[src/rtl/il_pkg.sv]
package il_pkg;
    // Which copy takes operands this cycle.
    typedef enum logic {
        PH_C1 = 1'b0,
        PH_C2 = 1'b1
    } phase_e;

    localparam int NUM_COPIES = 2;
endpackage

[src/rtl/il_phase_ctrl.sv]
module il_phase_ctrl
    import il_pkg::*;
(
    input  logic                  clk,
    input  logic                  rst_n,
    input  logic                  in_valid,
    output phase_e                phase,
    output logic [NUM_COPIES-1:0] load_en,
    output logic                  out_valid
);
    localparam int DEPTH = 2;

    typedef struct packed {
        phase_e           ph;
        logic [DEPTH-1:0] vsh;
    } ctrl_t;

    ctrl_t st_d, st_q;

    always_comb begin
        st_d     = st_q;
        st_d.ph  = (st_q.ph == PH_C1) ? PH_C2 : PH_C1;
        st_d.vsh = {st_q.vsh[DEPTH-2:0], in_valid};
    end

    always_ff @(posedge clk or negedge rst_n) begin
        if (!rst_n) begin
            st_q <= '{ph: PH_C1, vsh: '0};
        end else begin
            st_q <= st_d;
        end
    end

    assign phase      = st_q.ph;
    assign load_en[0] = in_valid && (st_q.ph == PH_C1);
    assign load_en[1] = in_valid && (st_q.ph == PH_C2);
    assign out_valid  = st_q.vsh[DEPTH-1];
endmodule

[src/rtl/il_copy.sv]
module il_copy #(
    parameter int W = 8,
    localparam int PW = 2 * W
) (
    input  logic          clk,
    input  logic          rst_n,
    input  logic          ld,
    input  logic [W-1:0]  a,
    input  logic [W-1:0]  b,
    output logic [PW-1:0] res
);
    typedef struct packed {
        logic [W-1:0] a;
        logic [W-1:0] b;
    } opnd_t;

    opnd_t op_d, op_q;

    always_comb begin
        op_d = op_q;
        if (ld) begin
            op_d.a = a;
            op_d.b = b;
        end
    end

    always_ff @(posedge clk or negedge rst_n) begin
        if (!rst_n) begin
            op_q <= '0;
        end else begin
            op_q <= op_d;
        end
    end

    // Slow function: allowed two clock periods to settle.
    assign res = PW'(op_q.a) * PW'(op_q.b);
endmodule

[src/rtl/interleave_stage.sv]
module interleave_stage
    import il_pkg::*;
#(
    parameter int W = 8,
    localparam int PW = 2 * W
) (
    input  logic          clk,
    input  logic          rst_n,
    input  logic          in_valid,
    input  logic [W-1:0]  in_a,
    input  logic [W-1:0]  in_b,
    output logic          out_valid,
    output logic [PW-1:0] out_data
);
    phase_e                          phase;
    logic [NUM_COPIES-1:0]           load_en;
    logic [NUM_COPIES-1:0][PW-1:0]   cp_res;
    logic                            sel;

    il_phase_ctrl u_ctrl (
        .clk       (clk),
        .rst_n     (rst_n),
        .in_valid  (in_valid),
        .phase     (phase),
        .load_en   (load_en),
        .out_valid (out_valid)
    );

    for (genvar g = 0; g < NUM_COPIES; g++) begin : gen_copy
        il_copy #(.W(W)) u_copy (
            .clk   (clk),
            .rst_n (rst_n),
            .ld    (load_en[g]),
            .a     (in_a),
            .b     (in_b),
            .res   (cp_res[g])
        );
    end

    // The copy loaded two cycles ago shares the current phase value.
    assign sel      = phase;
    assign out_data = out_valid ? cp_res[sel] : '0;
endmodule

[config.mk]
export PLATFORM = sky130hd
export DESIGN_NAME = interleave_stage
export DESIGN_NICKNAME = d
export VERILOG_FILES = /design/src/rtl/il_pkg.sv /design/src/rtl/il_phase_ctrl.sv /design/src/rtl/il_copy.sv /design/src/rtl/interleave_stage.sv
export SDC_FILE = /design/constraint.sdc
export NUM_CORES = 1
export LEC_CHECK = 0
export ABC_CLOCK_PERIOD_IN_PS = 10130
export BUFFER_PORTS_ARGS = -buffer_cell sky130_fd_sc_hd__buf_2
export CAP_MARGIN = 10
export CORE_MARGIN = 2
export CORE_UTILIZATION = 65
export DETAILED_ROUTE_END_ITERATION = 8
export PLACE_DENSITY = 0.85
export SLEW_MARGIN = 20
export SYNTH_ARGS = -nofsm -noshare
export SYNTH_HDL_FRONTEND = slang
export SYNTH_SLANG_ARGS = --single-unit
[constraint.sdc]
create_clock -name clk -period 10.13 [get_ports clk]
set_input_delay 0.5065 -clock clk [delete_from_list [all_inputs] [get_ports clk]]
set_output_delay 0.5065 -clock clk [all_outputs]
set_load 0.02 [all_outputs]
==> reports/summary.log, run 1 <==
[outcome] result of the run completed
[critical_path] library cell appearing most often on the critical path fa_1
[synthesis] portion of the post-synthesis area used by sequential elements 15.57%
[route] final wirelength 12,440 um
[clock_tree] depth of the CTS H-tree 2
[timing] RSZ-0062 raised after global routing false
[synthesis] mean area per synthesized cell 9.614 sq um
[clock_tree] CTS sink cnt 35
[floorplan] number of primary I/O pins 36
[synthesis] number of warnings reported in the yosys synthesis log 0
[timing] pins over their slew limit 0
[synthesis] net count of the mapped netlist 748
[global_route] number of global-route vias before repair 4,585
[synthesis] gate count after technology mapping 585
[final_layout] area delta synth->final 7.230%
[floorplan] die boundary width 97.02 um
[synthesis] main area contributors after synthesis fa_1, ha_1, dfrtp_1
[pwr] Sw Pwr 0.0009205 W
[critical_path] critical path's largest stage delay 580 ps
[pwr] Internal Dissipation 0.0008135 W
[floorplan] Die Height 97.02 um
[pwr] VDD IR-drop max 0.1946 mV
[floorplan] starting density of the core 67.77%
[global_route] global-route wire length before repair 21,440 um
[critical_path] critical path required time 9620 ps
[synthesis] Seq cells post-synth 35
[place] final weighted congestion of routability-driven global placement 0.9203
[final_layout] final core occ 72.67%
[timing] worst slew margin relative to its limit 41.40%
[route] wire length on met1 5336 um
[clock_tree] clock tree from TritonCTS yes
[synthesis] number of library cell types mapped by synthesis 43
[timing] post-route fraction of the period consumed by the critical path 53.85%
[timing] maximum clock skew at final layout 5.930 ps
[final_layout] count of nets after finishing 785
[pwr] net switching fraction of the power 53.08%
[critical_path] kind of end point of the critical path output pin
[route] number of DRC violations after detailed-routing iteration 0 345
[synthesis] area share of the leading cell type in the synthesized netlist 25.63%
[synthesis] top cells by instance count after synthesis and2_1, inv_1, fa_1, ha_1, nand2_1
[route] Via-to-Cell Ratio 5.929
[clock_tree] number of buffers inserted to repair setup after CTS 0
[worst_hold_path] class of the tightest hold or removal check in -> async
[final_layout] share of cells above drive strength 1 10.91%
[synthesis] netlist area before placement 5624 sq um
[pwr] sequential fraction of design power 10.8%
[clock_tree] clock-pin slew of the registers on the worst-case setup and hold paths 70 ps
[synthesis] largest area contributor in the netlist fa_1
[floorplan] area of the core region 8299 sq um
[route] routed length on met3 700 um
[synthesis] dominant combinational cell family by area after synthesis adder cells
[synthesis] area share of fa/ha/maj cells after synthesis 41.65%
[critical_path] Crit path max-delay family adder cells
[synthesis] share of the synthesized area in compound gates (AO/OA/AOI/OAI) 8.365%
[timing] count of final setup violators 0
[global_route] antenna violations before repair 0
[run] number of max-cap violations 0
[clock_tree] total CTS buffers 5
[synthesis] portion of netlist area occupied by mux cells 7.475%
[pwr] proportion of power drawn by combinational gates 81.6%
[route] total number of vias 4,316
[critical_path] crit path from gen_copy[0].u_copy.op_q[5]$_DFFE_PN0P_
[route] number of detailed-routing iterations run before antenna repair 4
[timing] Final Hold Viols 0
[clock_tree] quantity of gates resized following cts 0
[final_layout] Antenna Cells 0
[route] Post-DRT Antenna Nets 0
[synthesis] area fraction in and, or, nand and nor cells after synthesis 17.24%
[critical_path] series of cell instances along the critical path nand2_1 > fa_1 > fa_1 > inv_1 > fa_1 > inv_1 > fa_1 > inv_1 > ha_1 > a2111oi_1 > nor4b_2 > a211oi_1 > nor2_1 > xnor2_1 > o22ai_1 > buf_2
[final_layout] number of fill cells 608
[floorplan] row count 33
[timing] transition time at the pin with the least slew margin 879.1 ps
[route] Met2 Routed Length 6154 um
[synthesis] count of flip-flops with a built-in enable after synthesis 0
[timing] highest clock rate 183.3 MHz
[clock_tree] maximum buffer depth of the clock tree 2
[pwr] fraction of power consumed by the clock network 7.6%
[global_route] total global routing overflow 0
[pwr] total leakage power 3.148 nW
[pwr] pwr/cell area 287.5 nW/um^2
[clock_tree] Hold Buf Count CTS 0
[route] DRC 0
[synthesis] post-synthesis async set-or-reset flop share 100.0%
[floorplan] area enclosed by the die boundary 9413 sq um
[timing] post-route minimum period 5455 ps
[place] half-perimeter wire length after detailed placement 10,080 um
[critical_path] Crit Reg-Reg Startpoint u_ctrl.phase$_DFF_PN0_
[critical_path] crit path kind reg -> out
[global_route] maximum number of pins on one net before global-route repair 36
[critical_path] cell at the slowest stage of the critical path dfrtp_1
[critical_path] buffer and inverter count on the worst path 4
[timing] Post-Route Setup TNS 0 ps
[critical_path] crit start category flip-flop
[synthesis] xor/xnor cell area share of the yosys netlist 2.647%
[synthesis] dominant cell by count in the synthesized netlist and2_1
[clock_tree] Worst-Skew Late Latency 290 ps
[critical_path] CP arrival 4950 ps
[clock_tree] CTS root buf clkbuf_8
[critical_path] crit path max fanout 9
[route] per-cell routed wire length 17.09 um
[global_route] aggregate global-route resource usage 28.28%
[place] IO buf count 35
[synthesis] commonest register cell after synthesis dfrtp_1
[route] highest metal layer with signal wires met4
==> cell families (layout without fill, tap and decap cells) <==
logic type      count (synthesis)  count (layout)
simple gates                  181             181
fa+ha+maj                     144             144
mux                            38              38
buf+inv                       105             143
compound gates                 65              65
flops                          35              35
xor+xnor                       17              17
==> metrics by stage <==
step                      hold slack (ps)  power, W  instances  setup slack (ps)  area (sq um)
after floorplan                     210.9  0.001244        585              5390          5624
after global placement              339.1  0.001540        720              5103          5913
after detailed placement            339.5  0.001585        720              5037          5913
after CTS                           288.0  0.001731        728              4671          6031
after global routing                331.4  0.001905        728              4388          6031
final                               282.0  0.001734        728              4675          6031
==> state kept, by name (all words and copies together) (netlist names) <==
register / cells
u_ctrl.phase: 1
u_ctrl.out_valid: 1
gen_copy.u_copy.op_q: 32
u_ctrl.st_d: 1
==> final timing paths <==
kind / end / slack [ps] / depth (start not counted)
min in group clk: u_ctrl.st_d[1]$_DFF_PN0_ / 350 / 1
max in group asynchronous: gen_copy[1].u_copy.op_q[8]$_DFFE_PN0P_ / 9360 / 1
worst max register to register: gen_copy[1].u_copy.op_q[3]$_DFFE_PN0P_ / 7910 / 2
worst max-delay path: out_data[12] / 4680 / 16
worst min register to register: u_ctrl.out_valid$_DFF_PN0_ / 360 / 0
worst min-delay path: gen_copy[1].u_copy.op_q[15]$_DFFE_PN0P_ / 280 / 1
==> metal layers <==
metal / GRT usage, % / up-vias
met5: 0 / -
met4: 6.609 / 0
met3: 3.396 / 20
met2: 48.45 / 151
met1: 38.73 / 2171
li1: - / 1974
==> final cells by class <==
cell class	instances	area, sq um	share of cell area (%)
Clock buffer	6	82.58	1.369
Clock inverter	2	35.03	0.5809
Inverter	99	371.6	6.162
Multi-Input combinational cell	445	4352	72.16
Sequential cell	35	875.8	14.52
Tap cell	105	131.4	2.178
Timing Repair Buffer	36	182.7	3.029
==> power by group through the flow <==
stage / Clock (W) / Sequential [W] / Combinational (W)
floorplan: 0 / 0.000172 / 0.00107
global placement: 0 / 0.000186 / 0.00135
detailed placement: 0 / 0.000188 / 0.00140
CTS: 0.000133 / 0.000186 / 0.00141
global route: 0.000138 / 0.000190 / 0.00158
finish: 0.000132 / 0.000187 / 0.00142
==> cell usage in the layout, fill, tap and decap left out, types with 14 or more instances in the layout <==
| cell | n |
|---|---|
| ha_1 | 72 |
| inv_1 | 98 |
| nor2_1 | 26 |
| mux2_2 | 18 |
| buf_2 | 35 |
| nand2_1 | 39 |
| fa_1 | 72 |
| dfrtp_1 | 35 |
| mux2_1 | 14 |
| and2_1 | 101 |
Power figures use the tool's default switching activity.
==> run 2: changes to the inputs <==
ABC_CLOCK_PERIOD_IN_PS = 5300   (was 10130)
CORE_UTILIZATION = 63   (was 65)
PLACE_DENSITY = 0.82   (was 0.85)
clock period = 5.3 ns   (was 10.13 ns; I/O delays follow)
==> reports/summary.log, run 2 (synthesized netlist as in run 1, its figures left out) <==
[pwr] VDD IR-drop max 0.3725 mV
[global_route] number of global-route vias before repair 4,657
[global_route] total global routing overflow 0
[timing] transition time at the pin with the least slew margin 865.2 ps
[floorplan] starting density of the core 64.81%
[timing] Min Hold Slack 55.69 ps
[timing] post-route fraction of the period consumed by the critical path 95.47%
[critical_path] crit start category flip-flop
[final_layout] leading cell type in the layout, fill and taps excluded and2_1
[clock_tree] total CTS buffers 5
[route] total number of vias 4,283
[route] DRC 0
[global_route] global-route track usage on met2 50.24%
[timing] post-route minimum period 5060 ps
[route] per-cell routed wire length 17.38 um
[route] number of detailed-routing iterations run before antenna repair 5
[floorplan] area enclosed by the die boundary 9699 sq um
[clock_tree] Worst-Skew Late Latency 280 ps
[timing] highest clock rate 197.6 MHz
[final_layout] area delta synth->final 7.764%
[critical_path] crit path kind reg -> out
[timing] Post-Route Setup TNS 0 ps
[critical_path] crit path max fanout 9
[final_layout] register containing the most flip-flops in the final layout gen_copy.u_copy.op_q
[clock_tree] CTS root buf clkbuf_8
[global_route] aggregate global-route resource usage 28.68%
[critical_path] Crit Reg-Reg Startpoint u_ctrl.phase$_DFF_PN0_
[pwr] total leakage power 3.141 nW
[clock_tree] quantity of gates resized following cts 0
[route] final wirelength 12,690 um
[clock_tree] Hold Buf Count CTS 0
[route] Post-DRT Antenna Nets 0
[floorplan] number of primary I/O pins 36
[route] Via-to-Cell Ratio 5.867
[critical_path] kind of end point of the critical path output pin
[global_route] global-route wire length before repair 22,200 um
[floorplan] die boundary width 98.49 um
[timing] pins over their slew limit 0
[final_layout] Final Non-Filler Cells 730
[critical_path] CP arrival 4790 ps
[final_layout] count of nets after finishing 785
[final_layout] flip-flop count of the largest register after layout 32
[final_layout] commonest cells after routing, fill and taps aside and2_1, inv_1, fa_1, ha_1, nand2_1
[place] IO buf count 35
[timing] Final Hold Viols 0
[global_route] fraction of met3 tracks used by global routing 3.972%
[clock_tree] depth of the CTS H-tree 2
[clock_tree] clock-pin slew of the registers on the worst-case setup and hold paths 70 ps
[run] number of max-cap violations 0
[timing] maximum clock skew at final layout 8.489 ps
[critical_path] crit path from gen_copy[1].u_copy.op_q[13]$_DFFE_PN0P_
[floorplan] row count 34
[global_route] grt peak-use layer met2
[timing] worst slew margin relative to its limit 42.32%
[route] number of DRC violations after detailed-routing iteration 0 197
[outcome] result of the run completed
[clock_tree] clock tree from TritonCTS yes
[clock_tree] maximum buffer depth of the clock tree 2
[global_route] met1 demand-to-capacity share in global routing 38.65%
[global_route] maximum number of pins on one net before global-route repair 36
[final_layout] share of cells above drive strength 1 11.58%
[floorplan] area of the core region 8678 sq um
[clock_tree] CTS sink cnt 35
[critical_path] critical path required time 5040 ps
[timing] count of final setup violators 0
[pwr] total power 0.003372 W
[place] half-perimeter wire length after detailed placement 10,500 um
[pwr] pwr/cell area 556.4 nW/um^2
[place] Post-Place Worst Slack 430.9 ps
[timing] least setup slack across all paths after layout 240.4 ps
[place] Placed Cells incl. Taps 723
[clock_tree] number of buffers inserted to repair setup after CTS 0
[place] final weighted congestion of routability-driven global placement 0.9023
[floorplan] Die Height 98.49 um
[final_layout] Antenna Cells 0
[global_route] antenna violations before repair 0
[worst_hold_path] class of the tightest hold or removal check in -> async
-- run 2: cell types whose count changed in the layout (fill, tap and decap cells not counted), sizes merged --
cell | before | now
clkinvlp | 0 | 1
clkinv | 1 | 0
clkbuf | 6 | 5
-- run 2: where the power goes --
part           leakage, nW  total, W  switching, W  internal, W
Clock               0.0502  0.000231     0.0000936     0.000137
Combinational         2.68   0.00279       0.00163      0.00116
Sequential           0.407  0.000355     0.0000634     0.000292
-- run 2: layout make-up --
class	instances	area [sq um]
Clock buffer	5	68.82
Clock inverter	2	37.54
Fill cell	696	2618
Inverter	99	371.6
Multi-Input combinational cell	445	4389
Sequential cell	35	875.8
Tap cell	108	135.1
Timing Repair Buffer	36	182.7
-- run 2: worst paths after layout --
check | depth (start not counted) | end | slack (ps)
worst max-delay path | 15 | out_data[14] | 240
worst min-delay path | 1 | gen_copy[1].u_copy.op_q[13]$_DFFE_PN0P_ | 60
worst max register to register | 2 | gen_copy[1].u_copy.op_q[1]$_DFFE_PN0P_ | 3050
worst min register to register | 0 | u_ctrl.out_valid$_DFF_PN0_ | 350
max in group asynchronous | 1 | gen_copy[1].u_copy.op_q[8]$_DFFE_PN0P_ | 4740
min in group clk | 1 | u_ctrl.st_d[1]$_DFF_PN0_ | 120
-- run 2: per-stage QoR --
stage / util [%] / area, sq um
after floorplan: - / 5624
after global routing: 69.84 / 6061
after global placement: 68.18 / 5917
final: 69.84 / 6061
after detailed placement: 68.18 / 5917
after CTS: 69.41 / 6023
-- run 2: metal layers --
layer  up-vias  routed length, um
met5         -                  0
met4         0                222
met3        23                718
met2       140               6361
met1      2149               5384
li1       1971                  -
-- run 2: critical path, cell delays in order, from the launching register on --
cell and delay (ps):
dfrtp_1 530, and2_1 220, fa_1 460, fa_1 500
fa_1 490, inv_1 50, fa_1 480, inv_1 50
ha_1 310, o21ai_0 260, nor2_1 60, a21o_1 240
a31oi_4 210, xnor2_1 100, a311o_1 370, buf_2 170
==> run 3: changes to the inputs <==
CAP_MARGIN = not set   (was 10)
CORE_ASPECT_RATIO = 1.75   (was not set)
CORE_UTILIZATION = 64   (was 63)
CTS_BUF_LIST = sky130_fd_sc_hd__clkbuf_8   (was not set)
PLACE_DENSITY = 0.83   (was 0.82)
==> reports/summary.log, run 3 (synthesized netlist as in run 1, its figures left out) <==
[outcome] result of the run completed
[pwr] pwr/cell area 556.0 nW/um^2
[pwr] Internal Dissipation 0.001564 W
[timing] Post-Route Setup TNS 0 ps
[route] Via-to-Cell Ratio 5.914
[worst_hold_path] class of the tightest hold or removal check in -> async
[timing] highest clock rate 197.2 MHz
[final_layout] share of cells above drive strength 1 11.40%
[critical_path] reg-to-reg slack, setup 3260 ps
[timing] count of final setup violators 0
[route] number of detailed-routing iterations run before antenna repair 5
[final_layout] number of fill cells 697
[clock_tree] total CTS buffers 5
[final_layout] leading cell type in the layout, fill and taps excluded and2_1
[clock_tree] Worst-Skew Late Latency 290 ps
[global_route] aggregate global-route resource usage 31.17%
[clock_tree] clock-pin slew of the registers on the worst-case setup and hold paths 70 ps
[floorplan] Die Height 128.0 um
[timing] least setup slack across all paths after layout 230.1 ps
[timing] post-route fraction of the period consumed by the critical path 95.66%
[route] final wirelength 13,530 um
[clock_tree] clock tree from TritonCTS yes
[critical_path] Crit Reg-Reg Startpoint u_ctrl.phase$_DFF_PN0_
[timing] RSZ-0062 raised after global routing false
[final_layout] commonest cells after routing, fill and taps aside and2_1, inv_1, fa_1, ha_1, nand2_1
[final_layout] area of all sequential standard cells 879.6 sq um
[place] final weighted congestion of routability-driven global placement 0.9733
[critical_path] crit path kind reg -> out
[place] half-perimeter wire length after detailed placement 11,360 um
[timing] worst slew margin relative to its limit 49.01%
[critical_path] crit path max fanout 9
[critical_path] critical path required time 5040 ps
[final_layout] final core occ 70.02%
[pwr] Sw Pwr 0.001790 W
[route] per-cell routed wire length 18.29 um
[global_route] number of global-route vias before repair 4,873
[route] total number of vias 4,376
[clock_tree] maximum buffer depth of the clock tree 2
[timing] maximum clock skew at final layout 4.337 ps
[timing] post-route minimum period 5070 ps
[timing] Final Hold Viols 0
[floorplan] die boundary width 74.86 um
[place] IO buf count 35
[final_layout] register containing the most flip-flops in the final layout gen_copy.u_copy.op_q
[global_route] total global routing overflow 0
[run] number of max-cap violations 0
[route] Post-DRT Antenna Nets 0
[place] Post-Place Worst Slack 492.1 ps
[global_route] global-route wire length before repair 22,440 um
[floorplan] area enclosed by the die boundary 9583 sq um
[pwr] VDD IR-drop max 0.4450 mV
[route] number of DRC violations after detailed-routing iteration 0 206
[critical_path] CP arrival 4800 ps
[final_layout] multi-input gate area in the final layout 4353 sq um
[timing] transition time at the pin with the least slew margin 764.8 ps
[pwr] proportion of power drawn by combinational gates 83.2%
[critical_path] R2R cell count 2
[global_route] maximum number of pins on one net before global-route repair 36
[critical_path] crit start category flip-flop
[final_layout] flip-flop count of the largest register after layout 32
[final_layout] Antenna Cells 0
[clock_tree] depth of the CTS H-tree 2
[clock_tree] CTS sink cnt 35
[pwr] net switching fraction of the power 53.36%
[floorplan] row count 45
[clock_tree] CTS root buf clkbuf_8
[pwr] fraction of power consumed by the clock network 6.1%
[floorplan] starting density of the core 65.29%
[floorplan] number of primary I/O pins 36
[timing] pins over their slew limit 0
[critical_path] kind of end point of the critical path output pin
[floorplan] area of the core region 8615 sq um
[global_route] antenna violations before repair 0
[route] DRC 0
[final_layout] area delta synth->final 7.253%
[critical_path] Crit Reg-Reg Endpoint gen_copy[1].u_copy.op_q[4]$_DFFE_PN0P_
[final_layout] count of nets after finishing 785
[pwr] sequential fraction of design power 10.7%
[pwr] total leakage power 3.131 nW
run 3: cell types whose count changed in the layout (fill, tap and decap cells not counted), sizes merged:
cell,change
bufinv,-1
clkinv,+1
clkbuf,+1
run 3: critical path, stage by stage (launching register included):
cell and delay, ps:
dfrtp_1 510, and2_1 240, fa_1 560, fa_1 430
fa_1 500, inv_1 50, fa_1 470, inv_1 40
ha_1 350, nor3_1 100, nor4b_2 360, nand3b_1 140
a2111oi_0 410, a311o_1 170, buf_2 160
run 3: metal layers:
| layer | wire length [um] | GRT usage [%] | share of wire [%] | vias up |
|---|---|---|---|---|
| li1 | - | - | - | 1966 |
| met1 | 4623 | 32.08 | 34 | 2211 |
| met2 | 7522 | 56.40 | 56 | 134 |
| met3 | 452 | 3.302 | 3.3 | 65 |
| met4 | 935 | 20.80 | 6.9 | 0 |
| met5 | 0 | 0 | 0 | - |
run 3: area by class of cell:
type	count	share of cell area, %
sequential	35	14.58
clock inverter	2	0.2697
clock buffer	6	1.369
inverter	99	6.161
timing repair buffer	36	3.028
tap	117	2.427
multi-input combinational	445	72.16
run 3: how the worst max path moves through the flow:
| stage | endpoint | cells after the start | from | slack, ps |
|---|---|---|---|---|
| floorplan | out_data[12] | 14 | gen_copy[0].u_copy.op_q[2]$_DFFE_PN0P_ | 800 |
| global route | out_data[14] | 14 | gen_copy[0].u_copy.op_q[5]$_DFFE_PN0P_ | 10 |
| finish | out_data[14] | 14 | gen_copy[0].u_copy.op_q[11]$_DFFE_PN0P_ | 230 |
| global placement | out_data[12] | 16 | gen_copy[0].u_copy.op_q[12]$_DFFE_PN0P_ | 590 |
| detailed placement | out_data[12] | 16 | gen_copy[0].u_copy.op_q[12]$_DFFE_PN0P_ | 490 |
| CTS | out_data[12] | 16 | gen_copy[0].u_copy.op_q[12]$_DFFE_PN0P_ | 140 |
run 3: repair_timing:
item | CTS | global route
setup endpoints to repair | 0 | 2
resized for setup | 0 | 6
hold buffers | 0 | 0
setup buffers | 0 | 0
run 3: per-stage QoR:
stage	instances	hold slack [ps]	cell area (sq um)	total power [W]
2_1_floorplan	585	-30.59	5624	0.002378
3_3_place_gp	732	366.1	5928	0.003029
3_5_place_dp	732	372.1	5928	0.003103
4_1_cts	740	63.70	6027	0.003331
5_1_grt	740	101.3	6032	0.003694
6_report	740	41.46	6032	0.003354
run 3: power by group through the flow:
stage	Combinational [W]	Sequential (W)	Clock, W
2_1_floorplan	0.00205	0.000329	0
3_3_place_gp	0.00267	0.000359	0
3_5_place_dp	0.00274	0.000361	0
4_1_cts	0.00277	0.000356	0.000208
5_1_grt	0.00311	0.000364	0.000220
6_report	0.00279	0.000359	0.000206
